### src/rtl/bm_pkg.sv
package bm_pkg;
  typedef enum logic [1:0] {
    LVL_NONE = 2'b00,
    LVL_LOW  = 2'b01,
    LVL_MID  = 2'b10,
    LVL_HIGH = 2'b11
  } bm_level_e;
endpackage

### src/rtl/bm_level_latch.sv
module bm_level_latch
  import bm_pkg::*;
(
  input  logic      clk,
  input  logic      rst_n,
  input  logic      startup_win,
  input  logic      sel_above_lo,
  input  logic      sel_above_hi,
  output bm_level_e level
);
  bm_level_e nxt;

  always_comb begin
    if (sel_above_hi)      nxt = LVL_HIGH;
    else if (sel_above_lo) nxt = LVL_MID;
    else                   nxt = LVL_LOW;
  end

  always_ff @(posedge clk or negedge rst_n) begin
    if (!rst_n)           level <= LVL_NONE;
    else if (startup_win) level <= nxt;
  end

  // frozen outside the startup window
  assert_level_frozen_R1: assert property (@(posedge clk) disable iff (!rst_n)
    !startup_win |=> $stable(level));
  // a sampled level is never the cleared code
  assert_level_valid_R2: assert property (@(posedge clk) disable iff (!rst_n)
    startup_win |=> level != LVL_NONE);
endmodule

### src/rtl/bm_entry_qual.sv
module bm_entry_qual #(
  parameter int ENTRY_US = 20000
) (
  input  logic clk,
  input  logic rst_n,
  input  logic arm,
  input  logic us_tick,
  output logic qualified
);
  localparam int CW = $clog2(ENTRY_US + 1);
  localparam logic [CW-1:0] LAST = CW'(ENTRY_US - 1);

  logic [CW-1:0] cnt;

  assign qualified = arm && us_tick && (cnt == LAST);

  always_ff @(posedge clk or negedge rst_n) begin
    if (!rst_n)        cnt <= '0;
    else if (!arm)     cnt <= '0;
    else if (us_tick)  cnt <= (cnt == LAST) ? '0 : cnt + 1'b1;
  end

  // losing the condition restarts the count
  assert_restart_R4: assert property (@(posedge clk) disable iff (!rst_n)
    !arm |=> cnt == '0);
  assert_no_overflow_R3: assert property (@(posedge clk) disable iff (!rst_n)
    cnt <= LAST);
endmodule

### src/rtl/bm_burst_fsm.sv
module bm_burst_fsm (
  input  logic clk,
  input  logic rst_n,
  input  logic enter,
  input  logic fb_above_pk_on,
  input  logic fb_below_pk_off,
  input  logic fb_above_exit,
  output logic in_burst,
  output logic packet_on
);
  always_ff @(posedge clk or negedge rst_n) begin
    if (!rst_n) begin
      in_burst  <= 1'b0;
      packet_on <= 1'b0;
    end else if (!in_burst) begin
      in_burst  <= enter;
      packet_on <= 1'b0;
    end else if (fb_above_exit) begin
      in_burst  <= 1'b0;
      packet_on <= 1'b0;
    end else if (fb_above_pk_on) begin
      packet_on <= 1'b1;
    end else if (fb_below_pk_off) begin
      packet_on <= 1'b0;
    end
  end

  // immediate exit
  assert_exit_R7: assert property (@(posedge clk) disable iff (!rst_n)
    in_burst && fb_above_exit |=> !in_burst);
  // packet start and stop
  assert_pkt_on_R5: assert property (@(posedge clk) disable iff (!rst_n)
    in_burst && !fb_above_exit && fb_above_pk_on |=> packet_on);
  assert_pkt_off_R5: assert property (@(posedge clk) disable iff (!rst_n)
    in_burst && !fb_above_exit && !fb_above_pk_on && fb_below_pk_off |=> !packet_on);
  // hysteresis hold
  assert_pkt_hold_R6: assert property (@(posedge clk) disable iff (!rst_n)
    in_burst && !fb_above_exit && !fb_above_pk_on && !fb_below_pk_off |=> $stable(packet_on));
  // a new burst starts with the gate off
  assert_entry_gate_off_R3: assert property (@(posedge clk) disable iff (!rst_n)
    $rose(in_burst) |-> !packet_on);
endmodule

### src/rtl/burst_mode_ctrl.sv
module burst_mode_ctrl
  import bm_pkg::*;
#(
  parameter int ENTRY_US = 20000
) (
  input  logic       clk,
  input  logic       rst_n,
  input  logic       us_tick,
  input  logic       startup_win,
  input  logic       sel_above_lo,
  input  logic       sel_above_hi,
  input  logic       fb_below_entry,
  input  logic       fb_above_pk_on,
  input  logic       fb_below_pk_off,
  input  logic       fb_above_exit,
  output logic       gate_en,
  output logic       ilim_reduced,
  output logic [1:0] level_code
);
  bm_level_e level;
  logic      arm, qualified, in_burst, packet_on;

  bm_level_latch u_level (
    .clk(clk), .rst_n(rst_n), .startup_win(startup_win),
    .sel_above_lo(sel_above_lo), .sel_above_hi(sel_above_hi), .level(level)
  );

  // qualification only after a level has been chosen and the window closed
  assign arm = fb_below_entry && !in_burst && !startup_win && (level != LVL_NONE);

  bm_entry_qual #(.ENTRY_US(ENTRY_US)) u_qual (
    .clk(clk), .rst_n(rst_n), .arm(arm), .us_tick(us_tick), .qualified(qualified)
  );

  bm_burst_fsm u_fsm (
    .clk(clk), .rst_n(rst_n), .enter(qualified),
    .fb_above_pk_on(fb_above_pk_on), .fb_below_pk_off(fb_below_pk_off),
    .fb_above_exit(fb_above_exit), .in_burst(in_burst), .packet_on(packet_on)
  );

  assign gate_en      = !in_burst || packet_on;
  assign ilim_reduced = in_burst;
  assign level_code   = level;

  // no burst starts during the startup window
  assert_no_entry_startup_R8: assert property (@(posedge clk) disable iff (!rst_n)
    startup_win && !in_burst |=> !in_burst);
endmodule

### config.mk
export PLATFORM = sky130hd
export DESIGN_NAME = burst_mode_ctrl
export DESIGN_NICKNAME = d
export VERILOG_FILES = /design/src/rtl/bm_pkg.sv /design/src/rtl/bm_level_latch.sv /design/src/rtl/bm_entry_qual.sv /design/src/rtl/bm_burst_fsm.sv /design/src/rtl/burst_mode_ctrl.sv
export SDC_FILE = /design/constraint.sdc
export NUM_CORES = 1
export LEC_CHECK = 0
export BUFFER_PORTS_ARGS = -buffer_cell sky130_fd_sc_hd__clkbuf_2
export CORE_ASPECT_RATIO = 0.9
export CORE_MARGIN = 2
export CORE_UTILIZATION = 43
export CTS_CLUSTER_DIAMETER = 40
export CTS_CLUSTER_SIZE = 14
export DETAILED_ROUTE_END_ITERATION = 7
export GPL_ROUTABILITY_DRIVEN = 0
export SLEW_MARGIN = 30
export SYNTH_ARGS = -nofsm -noshare
export SYNTH_HDL_FRONTEND = slang
export SYNTH_SLANG_ARGS = --single-unit
### constraint.sdc
create_clock -name clk -period 1.8 [get_ports clk]
set_clock_uncertainty 0.05 [all_clocks]
set_input_delay 0.09 -clock clk [delete_from_list [all_inputs] [get_ports clk]]
set_output_delay 0.09 -clock clk [all_outputs]
set_load 0.01 [all_outputs]
==> flow_summary.yaml <==
outcome:
  status: "finished clean"
clock_network:
  clock_latency_ns: 0.31
  cts_made_buffers: 3
  clkSinkCount: 19
  cts-root-buf: "clkbuf_4"
  clockBufferDepth: 2
  clkTransAtPathRegs_ns: 0.12
  cts_tree: "done"
  cts-htree-levels: 1
floorplanning:
  initial_core_util: 0.446
  die_w_um: 56.9
  dieArea_um2: 2930
  die_h_um: 51.6
  core_um2: 2420
  row_count: 17
  ioPinCount: 14
sta:
  final.min_clock_period_ns: 1.80
  finalSetupTns_ns: 0
  slew_headroom: 0.676
  drv_slew: 0
  rsz0062_at_grt: "yes"
  worst_slack_ns: 0.00342
  setup_violations: 0
  max_freq_mhz: 557
  finalCritPeriodShare: 0.998
  worstMarginPinSlew_ns: 0.485
  hold_violations: 0
synthesis:
  ys.flop_type: "dfrtp_1"
  syn_nets: 128
  avgSynthCellArea_um2: 9.25
  ys.warnings.count: 0
  synth_area_um2: 1080
  synthArstFlopShare: 1.00
  synthTopCellsByArea: "dfrtp_1, a31oi_1, nand2_1"
  synth_edf_count: 0
  yosysUniqueCellTypes: 34
  synthTopCellsByCount: "dfrtp_1, nand2_1, a31oi_1, nor2_1, nand4_1"
  synth.top_cell.area_share: 0.439
  yosysMostFrequentCell: "dfrtp_1"
  yosysSeqAreaShare: 0.439
  ys_ff_latch: 19
  synth_area_leader_cell: "dfrtp_1"
  syn_inst: 117
detailed_routing:
  drt-vias-per-instance: 5.76
  vias: 1060
  antenna_left: 0
  avgRoutedWirePerCell_um: 15.2
  drtIter0Drc: 55
  finalWirelength_um: 2800
  drc: 0
  drtPass1Iterations: 4
critical_path:
  arrival_ns: 1.96
  path_delay_family: "simple AND/OR/NAND/NOR gates"
  worstPathRequired_ns: 1.96
  crit_chain: "ha_2 > nand4_1 > or4_4 > a31o_1 > a22o_1"
  cp_max_fo: 3
  end_kind: "flop"
  critical-path-max-stage-delay_ns: 0.53
  worstSetupPathType: "reg -> reg"
  regToRegSetupSlack_ns: 0.003
  start_kind: "flop"
  worst_path_max_delay_cell: "or4_4"
  path_buf_inv: 0
power:
  pwr-share-comb: 0.119
  power_mw: 0.745
  p_int_mw: 0.559
  switching_share: 0.249
  p_leak_nw: 0.623
  p_per_area_nw_per_um2: 510
  clkPwrFrac: 0.296
  p_switching_mw: 0.186
  max-vdd-ir-drop_v: 0.000408
  power.share.sequential: 0.585
grt:
  grt_pass1_vias: 985
  antenna_found_initial: 0
  grt_usage: 0.202
  grt_pass1_wl_um: 4530
  gr-total-overflow: 0
  grt_max_degree: 20
placed_design:
  port-buffer-count: 13
  hpwl_um: 1890
  placement.cell_area_um2: 1290
  place_inst: 172
  dp_slack_ns: 0.0176
finish:
  area_growth_pct: 35.0
  stdcell_count: 184
  fin_area_um2: 1460
  antennaDiodeCount: 0
  drive_above_1_share: 0.327
  layout.nets: 168
flow_run:
  cap_violations: 0
hold_path:
  hp-class: "in -> reg"
flip-flops by register name, summed over array words and instances (netlist names):
signal and count:
u_fsm.in_burst 1, u_qual.cnt 15, u_level.level 2, u_fsm.packet_on 1
through the flow:
step | utilization | hold WS (ns)
global placement | 0.533 | 0.0243
detailed placement | 0.533 | 0.0196
CTS | 0.573 | 0.0117
floorplan | - | -0.256
finish | 0.603 | 0.0236
global route | 0.603 | 0.0157
worst reg2reg max path, delay by kind of cell (launching register included):
kind	cells	cell delay, ns
and+or+nand+nor	2	0.64
AOI/OAI and AO/OA	2	0.40
adders and majority gates	1	0.22
DFF	1	0.40
per-layer routing:
metal  GRT usage  vias up  part of all wire
met3      0.0547        6             0.050
met4      0.0659        0             0.016
met5           0        -                 0
met2       0.308       30              0.48
li1            -      523                 -
met1       0.277      501              0.46
area by class of cell:
cell class,instances,area [µm²]
Clock buffer,3,22.5
Clock inverter,1,5.00
Fill cell,211,963
Inverter,5,18.8
Multi-Input combinational cell,89,612
Sequential cell,19,477
Tap cell,28,35.0
Timing Repair Buffer,39,292
cell usage in the layout, fill, tap and decap left out, types with 2 or more instances in the layout:
cell type      instances
dfrtp_1               18
buf_4                 17
nor2_1                10
o211ai_1               2
nor4_1                 2
a22o_1                 3
xnor2_1                2
dlygate4sd3_1          7
a41oi_2                2
clkbuf_2              12
nor3_1                 4
nand3b_1               3
buf_6                  3
inv_1                  5
nand2b_1               2
o21ai_1                4
nand4_1                7
clkbuf_4               3
nand3_1                5
a21oi_1                2
a31oi_1                8
nand2_1               13
power groups by stage:
stage,Combinational (mW),Clock [mW],Sequential [mW]
2_1_floorplan,0.0303,0,0.446
3_3_place_gp,0.0692,0,0.444
3_5_place_dp,0.0702,0,0.444
4_1_cts,0.0834,0.233,0.436
5_1_grt,0.0969,0.250,0.437
6_report,0.0884,0.221,0.436
cells by family after synthesis:
family	after synthesis	synth area share
adder cells (fa/ha/maj)	1	0.0116
XOR/XNOR	3	0.0243
buffers and inverters	9	0.0416
AND/OR/NAND/NOR	57	0.308
flip-flops	19	0.439
AO/OA/AOI/OAI	28	0.176
worst paths after layout:
kind                       depth (start not counted)      startpoint               end
min reg2reg                                        1  u_qual.cnt[10]    u_qual.cnt[10]
max                                                5   u_qual.cnt[1]    u_qual.cnt[14]
max reg2reg                                        5   u_qual.cnt[1]    u_qual.cnt[14]
min                                                3    sel_above_hi  u_level.level[1]
min in group asynchronous                          2           rst_n    u_qual.cnt[12]
max in group asynchronous                          2           rst_n     u_qual.cnt[6]
what timing repair did:
item	CTS	global route
endpoints found under the setup margin	0	11
hold buffers	7	0
gates resized for setup	0	16
hold endpoints to repair	22	0
buffers inserted	0	2
Note: power is estimated with default switching activity, not from simulation.
